==> config.mk <==
export PLATFORM = sky130hd
export DESIGN_NAME = trap_cmp_unit
export DESIGN_NICKNAME = d
export VERILOG_FILES = /design/src/rtl/trap_cmp_pkg.sv /design/src/rtl/trap_operand_fmt.sv /design/src/rtl/trap_relation_cmp.sv /design/src/rtl/trap_decide.sv /design/src/rtl/trap_cmp_unit.sv
export SDC_FILE = /design/constraint.sdc
export NUM_CORES = 1
export LEC_CHECK = 0
export BUFFER_PORTS_ARGS = -buffer_cell sky130_fd_sc_hd__buf_2
export CORE_UTILIZATION = 35
export CTS_BUF_LIST = sky130_fd_sc_hd__clkbuf_4 sky130_fd_sc_hd__clkbuf_8
export DETAILED_ROUTE_END_ITERATION = 6
export PLACE_DENSITY = 0.72
export SYNTH_ARGS = -nofsm -noshare
export SYNTH_HDL_FRONTEND = slang
export SYNTH_SLANG_ARGS = --single-unit
==> constraint.sdc <==
create_clock -name clk -period 5.6 [get_ports clk]
set_input_delay 0.28 -clock clk [delete_from_list [all_inputs] [get_ports clk]]
set_output_delay 0.28 -clock clk [all_outputs]
set_load 0.05 [all_outputs]
==> src/rtl/trap_cmp_pkg.sv <==
package trap_cmp_pkg;
   // relation positions inside the condition mask; the decoder relies on them
   localparam int REL_N   = 5;
   localparam int REL_SLT = 4;
   localparam int REL_SGT = 3;
   localparam int REL_EQ  = 2;
   localparam int REL_ULT = 1;
   localparam int REL_UGT = 0;

   typedef logic [REL_N-1:0] rel_vec_t;

   // comparator implementation variants
   localparam int CMP_DIRECT   = 0;
   localparam int CMP_SUBTRACT = 1;
endpackage

==> src/rtl/trap_operand_fmt.sv <==
// Extends operands for the compare stage: the low half is sign- or
// zero-extended in narrow mode, or passed through in wide mode.
module trap_operand_fmt #(
   parameter int DATA_W = 64,
   parameter int HALF_W = 32
) (
   input  logic [DATA_W-1:0] raw_a,
   input  logic [DATA_W-1:0] raw_b,
   input  logic              wide,
   output logic [DATA_W-1:0] sx_a,
   output logic [DATA_W-1:0] sx_b,
   output logic [DATA_W-1:0] zx_a,
   output logic [DATA_W-1:0] zx_b
);
   localparam int EXT_W = DATA_W - HALF_W;

   logic [DATA_W-1:0] nar_sa, nar_sb, nar_za, nar_zb;

   always_comb begin
      nar_sa = {{EXT_W{raw_a[HALF_W-1]}}, raw_a[HALF_W-1:0]};
      nar_sb = {{EXT_W{raw_b[HALF_W-1]}}, raw_b[HALF_W-1:0]};
      nar_za = {{EXT_W{1'b0}}, raw_a[HALF_W-1:0]};
      nar_zb = {{EXT_W{1'b0}}, raw_b[HALF_W-1:0]};
   end

   assign sx_a = wide ? raw_a : nar_sa;
   assign sx_b = wide ? raw_b : nar_sb;
   assign zx_a = wide ? raw_a : nar_za;
   assign zx_b = wide ? raw_b : nar_zb;
endmodule

==> src/rtl/trap_relation_cmp.sv <==
// Produces the five relation flags; CMP_STYLE picks the implementation.
module trap_relation_cmp
   import trap_cmp_pkg::*;
#(
   parameter int W         = 64,
   parameter int CMP_STYLE = CMP_SUBTRACT
) (
   input  logic [W-1:0] sx_a,
   input  logic [W-1:0] sx_b,
   input  logic [W-1:0] zx_a,
   input  logic [W-1:0] zx_b,
   output rel_vec_t     rel
);
   logic s_lt, u_lt, eq;

   assign eq = (zx_a == zx_b);

   generate
      if (CMP_STYLE == CMP_DIRECT) begin : g_direct
         assign s_lt = ($signed(sx_a) < $signed(sx_b));
         assign u_lt = (zx_a < zx_b);
      end else begin : g_subtract
         logic [W:0] s_diff, u_diff;
         assign s_diff = {1'b0, sx_a} - {1'b0, sx_b};
         assign u_diff = {1'b0, zx_a} - {1'b0, zx_b};
         // a borrow means unsigned less; differing sign bits flip it
         assign s_lt = s_diff[W] ^ sx_a[W-1] ^ sx_b[W-1];
         assign u_lt = u_diff[W];
      end
   endgenerate

   always_comb begin
      rel          = '0;
      rel[REL_SLT] = s_lt;
      rel[REL_SGT] = ~s_lt & ~eq;
      rel[REL_EQ]  = eq;
      rel[REL_ULT] = u_lt;
      rel[REL_UGT] = ~u_lt & ~eq;
   end
endmodule

==> src/rtl/trap_decide.sv <==
// Combines enabled relations into a single trap decision.
module trap_decide
   import trap_cmp_pkg::*;
(
   input  logic     valid,
   input  rel_vec_t mask,
   input  rel_vec_t rel,
   output logic     hit
);
   assign hit = valid & (|(mask & rel));
endmodule

==> src/rtl/trap_cmp_unit.sv <==
module trap_cmp_unit
   import trap_cmp_pkg::*;
#(
   parameter int          DATA_W    = 64,
   parameter int          HALF_W    = DATA_W / 2,
   parameter int          CODE_W    = 8,
   parameter logic [7:0]  TRAP_CODE = 8'h40,
   parameter int          CMP_STYLE = CMP_SUBTRACT
) (
   input  logic              clk,
   input  logic              rst_n,
   input  logic              in_valid,
   input  logic [DATA_W-1:0] op_a,
   input  logic [DATA_W-1:0] op_b,
   input  logic [REL_N-1:0]  cond_mask,
   input  logic              wide_sel,
   output logic              trap_req,
   output logic [CODE_W-1:0] trap_code
);
   localparam logic [CODE_W-1:0] CODE_VAL = CODE_W'(TRAP_CODE);

   generate
      if (HALF_W * 2 != DATA_W) begin : g_bad_half
         $error("HALF_W must be half of DATA_W");
      end
      if (CODE_W < 1 || CODE_W > 8) begin : g_bad_code
         $error("CODE_W must be 1..8");
      end
      if (CMP_STYLE != CMP_DIRECT && CMP_STYLE != CMP_SUBTRACT) begin : g_bad_style
         $error("unknown CMP_STYLE");
      end
   endgenerate

   logic [DATA_W-1:0] sx_a, sx_b, zx_a, zx_b;
   rel_vec_t          rel;
   logic              hit;

   trap_operand_fmt #(.DATA_W(DATA_W), .HALF_W(HALF_W)) u_fmt (
      .raw_a(op_a), .raw_b(op_b), .wide(wide_sel),
      .sx_a(sx_a), .sx_b(sx_b), .zx_a(zx_a), .zx_b(zx_b)
   );

   trap_relation_cmp #(.W(DATA_W), .CMP_STYLE(CMP_STYLE)) u_cmp (
      .sx_a(sx_a), .sx_b(sx_b), .zx_a(zx_a), .zx_b(zx_b), .rel(rel)
   );

   trap_decide u_dec (
      .valid(in_valid), .mask(cond_mask), .rel(rel), .hit(hit)
   );

   always_ff @(posedge clk) begin
      if (!rst_n) begin
         trap_req  <= 1'b0;
         trap_code <= '0;
      end else begin
         trap_req  <= hit;
         trap_code <= hit ? CODE_VAL : '0;
      end
   end
endmodule

==> summary.md <==
| Metric | Value |
|---|---|
| Leakage | 2.19 nW |
| Setup Crit Path Kind | input port to flop |
| Hold Crit Class | input port to flop |
| Power, Total | roughly 0.32 mW |
| Pwr/cell area | roughly 83 nW/um^2 |
| Hold-fix buffers, CTS | 0 |
| Psw | ~0.17 mW |
| Initial antenna violation count | 0 |
| Period utilization | 65.1% |
| Drt wl/cell | ~13 um |
| Crit-path max FO | 32 |
| IO Pins | approximately 150 |
| Post-CTS setup buffer count | 0 |
| Final-report hold violation count | 0 |
| Die area | around 9300 um^2 |
| Internal power of the cells | roughly 0.15 mW |
| Max-slew violations | 0 |
| ANT cells | 0 |
| Design area | between 3000 and 4000 um^2 |
| Status | finished, final reports clean |
| RSZ-0062 raised after global routing | no |
| Crit path launch type | input port |
| Post-synth EDFFs | 0 |
| Worst vdd ir | approximately 0.000034 V |
| Starting density of the core | approximately 36% |
| Number of global-route vias before repair | 3218 |
| Mean Syn Cell Area | 6.97 um^2 |
| Clock transition at path regs | 0 ps |
| Vias per std cell | 5.22 |
| Max cap viols | 0 |
| Multi-input gate area | 2880 um^2 |
| Prevailing post-synth register cell | dfxtp_1 |
| Routability cong. | roughly 0.85 |
| DRC | 0 |
| DP HPWL | 7550 um |
| Number of setup violations in the final report | 0 |
| Flops & latches, synth | 1 |
| Combinational Power Share | between 90% and 100% |
| Clock group share of total power | 0% |
| Critical path startpoint | wide_sel |
| Post-Syn Area | roughly 3100 um^2 |
| Crit path capture | trap_code[6]$_SDFF_PN0_ |
| FILL cells | roughly 900 |
| Setup TNS | 0 ps |
| Largest reg by FF count | trap_code |
| Sw Share | between 50% and 60% |
| Worst hold slack | about 520 ps |
| Slew headroom | a little under a fifth |
| Storage element area | roughly 20 um^2 |
| Gate Count Post-Synth | approximately 450 |
| Total grt overflow | 0 |
| GRT Util Overall | 17.7% |
| DP Area | 3860 um^2 |
| Crit end category | flop |
| Async S/R FF share, synth | 0% |
| Iteration-0 DRC Markers | 95 |
| Biggest regs | trap_code: 1 flops |
| Detail Route Antenna Nets | 0 |
| Sequential share of power | 2.6% |
| Vias | around 3500 |
| Seq/Total Area, Yosys | less than 1% |
| Worst slew pin tran | about 1200 ps |
| CP Data Arrival Time | around 3500 ps |
| Layout cell share with drive strength beyond 1 | 26.2% |
| CP required | between 5000 and 6000 ps |
| Min Tclk post-route | ~3600 ps |
| 1st-pass router iterations | 4 |
| First-pass GRT wire length | roughly 13000 um |
| Final core occ | 44.5% |
| I/O Buffers | 138 |
| Synth unique cells | a little over 40 |
| Die Span Y | around 97 um |
| # resized after CTS | 0 |
| Routed wire length | around 8600 um |
| # rows | 34 |
| Largest net degree at the start of global routing | a little under 90 |
| Yosys warnings | 0 |
| Area grow syn2layout | 23.4% |
| Core Area | 8680 um^2 |
| Fin nets | approximately 800 |
| Max FFs per register | 1 |
| Die Wd | between 90 and 100 um |
| Max Freq | 0.274 GHz |
## power groups by stage
stage	clock (mW)	combinational, mW	sequential (mW)
2_1_floorplan	0	0.214	0.0105
3_3_place_gp	0	0.297	0.00835
3_5_place_dp	0	0.312	0.00830
4_1_cts	0	0.314	0.00830
5_1_grt	0	0.358	0.00845
6_report	0	0.312	0.00828
## layer usage
layer	track usage, %	part of all wire (%)	up-vias
met1	21.8	44	1583
li1	-	-	1829
met2	34.0	49	108
met3	0.626	4.9	14
met5	0	0	-
met4	3.06	2.0	0
## metrics by stage
stage / setup WS, ps / instances
6_report: 1960 / 677
5_1_grt: 1690 / 677
4_1_cts: 1940 / 677
3_5_place_dp: 1940 / 677
3_3_place_gp: 2100 / 677
2_1_floorplan: 2650 / 455
## critical path, stage by stage
cell	delay, ps
buf_2	180
nand2b_1	920
nand2b_1	220
ha_1	390
nand4_1	180
nor4_4	200
nand4_1	150
or4_4	510
o211ai_2	160
o211ai_2	100
o211a_1	230
## kinds of logic (layout without fill, tap and decap cells)
logic type	Yosys count	count (layout)	synth area share, %
compound gates	111	111	20.9
buf+inv	60	174	8.19
flops	1	1	0.639
fa+ha+maj	96	96	38.4
other cells	1	7	0.120
xor+xnor	1	1	0.280
mux	3	3	0.999
simple gates	176	176	30.6
## cell usage in the layout, fill, tap and decap left out, drive strengths merged, types with 4 or more instances in the layout
cell,synthesis,routed
a21o,9,9
a21oi,70,70
a221oi,4,4
and2,32,32
and4,4,4
buf,9,139
conb,1,7
ha,96,96
inv,35,35
nand2,58,58
nand2b,36,36
nand3,10,10
nand4,18,18
nor2,11,11
o21ai,12,12
## Yosys cell counts (8+ instances only)
cell type / instances / area share [%]
ha_1: 96 / 38
a21oi_1: 70 / 11
nand3_1: 10 / 1.6
a21o_1: 9 / 2.2
o21ai_0: 8 / 1.3
buf_4: 8 / 1.9
and2_1: 32 / 6.4
nand4_1: 17 / 3.4
nand2_1: 58 / 7.0
inv_1: 34 / 4.1
nor2_1: 11 / 1.3
clkbuf_1: 16 / 1.9
nand2b_1: 35 / 7.0
## worst min path at each step
stage / start / to / cells after the start
3_5_place_dp: rst_n / trap_code[6]$_SDFF_PN0_ / 2
5_1_grt: rst_n / trap_code[6]$_SDFF_PN0_ / 2
6_report: rst_n / trap_code[6]$_SDFF_PN0_ / 2
4_1_cts: rst_n / trap_code[6]$_SDFF_PN0_ / 2
2_1_floorplan: rst_n / trap_code[6]$_SDFF_PN0_ / 1
3_3_place_gp: rst_n / trap_code[6]$_SDFF_PN0_ / 2
## area by class of cell
cell class / count / area share, %
multi-input cells: 394 / 74.5
well taps: 108 / 3.50
inverters: 35 / 3.40
flip-flops and latches: 1 / 0.518
repair buffers: 139 / 18.1
Power figures use the tool's default switching activity.
